[src/rtl/phy_scan.sv]
module phy_scan #(
  parameter int CLK_HZ      = 100_000_000,
  parameter int WAIT_CYCLES = CLK_HZ / 100,
  parameter int MAX_PASSES  = 11
) (
  input  logic        clk,
  input  logic        rst_n,
  input  logic        start,
  output logic        mdio_req,
  output logic [4:0]  mdio_phy,
  output logic [4:0]  mdio_reg,
  input  logic        mdio_done,
  input  logic [15:0] mdio_rdata,
  output logic        busy,
  output logic        done,
  output logic        found,
  output logic        absent,
  output logic [4:0]  phy_addr,
  output logic [31:0] phy_id
);

  localparam int PW = $clog2(MAX_PASSES + 1);
  localparam int CW = $clog2(WAIT_CYCLES + 1);
  localparam logic [4:0] REG_HI = 5'd2;
  localparam logic [4:0] REG_LO = 5'd3;
  localparam logic [4:0] LAST_ADDR = 5'd31;

  typedef enum logic [1:0] {S_IDLE, S_WAIT, S_LO, S_HI} st_t;

  st_t         st;
  logic [4:0]  addr;
  logic [PW-1:0] pass;
  logic [CW-1:0] cnt;

  assign busy     = (st != S_IDLE);
  assign mdio_req = (st == S_LO) || (st == S_HI);
  assign mdio_reg = (st == S_HI) ? REG_HI : REG_LO;
  assign mdio_phy = addr;

  always_ff @(posedge clk or negedge rst_n) begin
    if (!rst_n) begin
      st       <= S_IDLE;
      addr     <= '0;
      pass     <= '0;
      cnt      <= '0;
      done     <= 1'b0;
      found    <= 1'b0;
      absent   <= 1'b0;
      phy_addr <= '0;
      phy_id   <= '0;
    end else begin
      done <= 1'b0;
      case (st)
        S_IDLE: if (start) begin
          found    <= 1'b0;
          absent   <= 1'b0;
          phy_addr <= '0;
          phy_id   <= '0;
          addr     <= '0;
          pass     <= PW'(1);
          st       <= S_LO;
        end
        S_WAIT: begin
          if (cnt == CW'(WAIT_CYCLES - 1)) begin
            cnt <= '0;
            st  <= S_LO;
          end else begin
            cnt <= cnt + 1'b1;
          end
        end
        S_LO: if (mdio_done) begin
          if (mdio_rdata != 16'hFFFF) begin
            phy_id[15:0] <= mdio_rdata;
            phy_addr     <= addr;
            st           <= S_HI;
          end else if (addr == LAST_ADDR) begin
            addr <= '0;
            if (pass == PW'(MAX_PASSES)) begin
              absent <= 1'b1;
              done   <= 1'b1;
              st     <= S_IDLE;
            end else begin
              pass <= pass + 1'b1;
              cnt  <= '0;
              st   <= S_WAIT;
            end
          end else begin
            addr <= addr + 1'b1;
          end
        end
        S_HI: if (mdio_done) begin
          phy_id[31:16] <= mdio_rdata;
          found         <= 1'b1;
          done          <= 1'b1;
          st            <= S_IDLE;
        end
        default: st <= S_IDLE;
      endcase
    end
  end

endmodule

[config.mk]
export PLATFORM = sky130hd
export DESIGN_NAME = phy_scan
export DESIGN_NICKNAME = d
export VERILOG_FILES = /design/src/rtl/phy_scan.sv
export SDC_FILE = /design/constraint.sdc
export NUM_CORES = 1
export LEC_CHECK = 0
export ABC_AREA = 0
export BUFFER_PORTS_ARGS = -buffer_cell sky130_fd_sc_hd__buf_2
export CORE_MARGIN = 2
export CORE_UTILIZATION = 54
export CTS_CLUSTER_SIZE = 30
export DETAILED_ROUTE_END_ITERATION = 12
export PLACE_DENSITY_LB_ADDON = 0.15
export SLEW_MARGIN = 20
export SYNTH_ARGS = -nofsm -noshare
export SYNTH_HDL_FRONTEND = slang
export SYNTH_SLANG_ARGS = --single-unit
[constraint.sdc]
create_clock -name clk -period 2.6 [get_ports clk]
set_input_delay 0.39 -clock clk [delete_from_list [all_inputs] [get_ports clk]]
set_output_delay 0.39 -clock clk [all_outputs]
set_load 0.02 [all_outputs]
==> results.tsv <==
metric	value	unit
run_status	finished, final reports clean	
crit_path_frequent_cell	nor2_1	
cp.arrival	2270	ps
synth_seq_cells	71	
setup_viol	0	
ant_nets	0	
synthCells	327	
numPortBuffers	67	
period_needed	2001	ps
drive_gt1_share	26.58	%
yosysUniqueCellTypes	52	
maxSlewHeadroom	31.57	%
tns	0	ps
r2r_start	st[1]	
async_flop_share	100.0	%
cp_slowest_stage_delay	790	ps
synth_area_per_cell	10.46	µm²
first_global_vias	2694	
crit_type	register to register	
fill_cells	497	
synth-edff-count	0	
startpoint_type	register	
hp-class	input pin to async pin	
slowest_stage	nor2_1	
dp.cells	454	
path_buf_inv	0	
finalClockSkew	7.258	ps
r2r_cells	4	
grt_util_all_layers	22.72	%
place.gp.congestion	0.8376	
synth-seq-area-share	51.94	%
finalHoldViolCount	0	
drc	0	
rrSetupSlack	600	ps
die-area	6987	µm²
clk_pin_slew	80	ps
final_cell_mix	dfrtp_1, buf_2, a22o_1	
ctsLongestPathBuffers	2	
stdcell_area	4018	µm²
ioPinCount	72	
cts_buffers	9	
cts.repair.resized	0	
die_h	83.59	µm
end_kind	register	
r2r_end	phy_id[27]	
clkSinkCount	71	
yosys_warnings	0	
cellLeakagePower	1.941	nW
overflow	0	
wire_per_inst	16.32	µm
rows	28	
antenna_found_initial	0	
finalMaxSlewViolations	0	
dp_hpwl	5.366	mm
vdd_drop_max	0.7036	mV
post_cts_buffers	0	
floorplan.initialDensity	56.77	%
drt-vias-per-instance	6.100	
critPathRequiredTime	2870	ps
tightest_slew	1023	ps
drtPass1Iterations	5	
cts_tree	built	
finish.utilization	66.67	%
grt_max_degree	72	
cts-root-buf	clkbuf_8	
drv_cap	0	
clk_latency	340	ps
fmax	0.4997	GHz
placed_area	3817	µm²
num_antenna_cells	0	
instances_no_fill	470	
rsz0062_at_grt	no	
drt_iter0_drc	173	
synth_ff_type	dfrtp_1	
final_common_cell	dfrtp_1	
grt_first_pass_wirelength	13.00	mm
core_area	6026	µm²
p_per_area	1094	nW/µm²
cts_hold_buf	0	
syn_to_final_growth	17.45	%
htreeDepth	3	
worstPathCellList	nand2b_1 -> nor2_1 -> nor2_1 -> a22o_1	
nets	414	
dr_total_vias	2867	
period_share	76.97	%
crit_fanout	16	
synth_area	3421	µm²
path_delay_family	simple AND/OR/NAND/NOR gates	
fp.dieW	83.59	µm
drt-total-wl	7.670	mm
cells in the mapped netlist, drive strengths merged (5+ instances only):
| cell | instances | area, µm² |
|---|---|---|
| clkbuf | 14 | 52.55 |
| a22o | 39 | 341.6 |
| nand3 | 23 | 132.6 |
| mux2i | 6 | 60.06 |
| and3 | 5 | 32.53 |
| nand2 | 32 | 120.1 |
| dfrtp | 71 | 1777 |
| nand4 | 15 | 93.84 |
| a21oi | 12 | 60.06 |
| o21ai | 11 | 55.05 |
| a31oi | 8 | 56.30 |
| nor2 | 15 | 56.30 |
| nand2b | 6 | 37.54 |
| nor4 | 7 | 80.07 |
| buf | 13 | 80.07 |
| nor3 | 7 | 35.03 |
cells by family (layout without fill, tap and decap cells):
| logic type | after synthesis | in the layout | share of synthesized area [%] |
|---|---|---|---|
| other | 2 | 4 | 0.2195 |
| AOI/OAI and AO/OA | 89 | 89 | 19.97 |
| and+or+nand+nor | 125 | 125 | 20.45 |
| DFF | 71 | 71 | 51.94 |
| muxes | 6 | 6 | 1.756 |
| adders and majority gates | 4 | 4 | 1.463 |
| buffers and inverters | 30 | 96 | 4.206 |
routing by layer:
layer | part of all wire, % | vias up | GRT usage [%]
met1 | 47 | 1389 | 32.86
li1 | - | 1360 | -
met5 | 0 | - | 0
met4 | 2.0 | 0 | 9.384
met2 | 44 | 105 | 33.67
met3 | 6.5 | 13 | 4.253
registers in the layout, indices dropped and copies added (netlist names):
| signal | flops |
|---|---|
| absent | 1 |
| phy_id | 32 |
| done | 1 |
| found | 1 |
| cnt | 20 |
| pass | 4 |
| st | 2 |
| mdio_phy | 5 |
| phy_addr | 5 |
worst max path at each step:
stage,end,cells after the start,start
finish,phy_id[27],4,st[1]
global route,phy_id[27],4,st[1]
CTS,phy_id[27],4,st[1]
detailed placement,pass[1],6,mdio_rdata[14]
global placement,pass[1],6,mdio_rdata[14]
floorplan,cnt[16],9,mdio_phy[0]
stage by stage:
step                hold WS, ps  power [mW]  worst slack (ps)
floorplan                 94.41       2.981             315.8
global placement          441.6       3.491             554.8
detailed placement        443.4       3.529             520.6
CTS                       75.05       4.419             582.3
global route              89.85       4.687             397.9
finish                    44.34       4.396             598.8
final cells by class:
type	count	area (µm²)	share of cell area, %
clock buffer	12	145.1	3.613
multi-input combinational	228	1513	37.65
timing repair buffer	77	422.9	10.53
inverter	3	11.26	0.2803
tap	75	93.84	2.336
clock inverter	4	55.05	1.370
sequential	71	1777	44.22
power by group:
group          total [mW]  switching, mW  internal [mW]
Clock               0.879          0.405          0.474
Combinational        1.74           1.06          0.675
Sequential           1.78          0.343           1.44
Total                4.40           1.81           2.58
(Power assumes the default switching activity.)
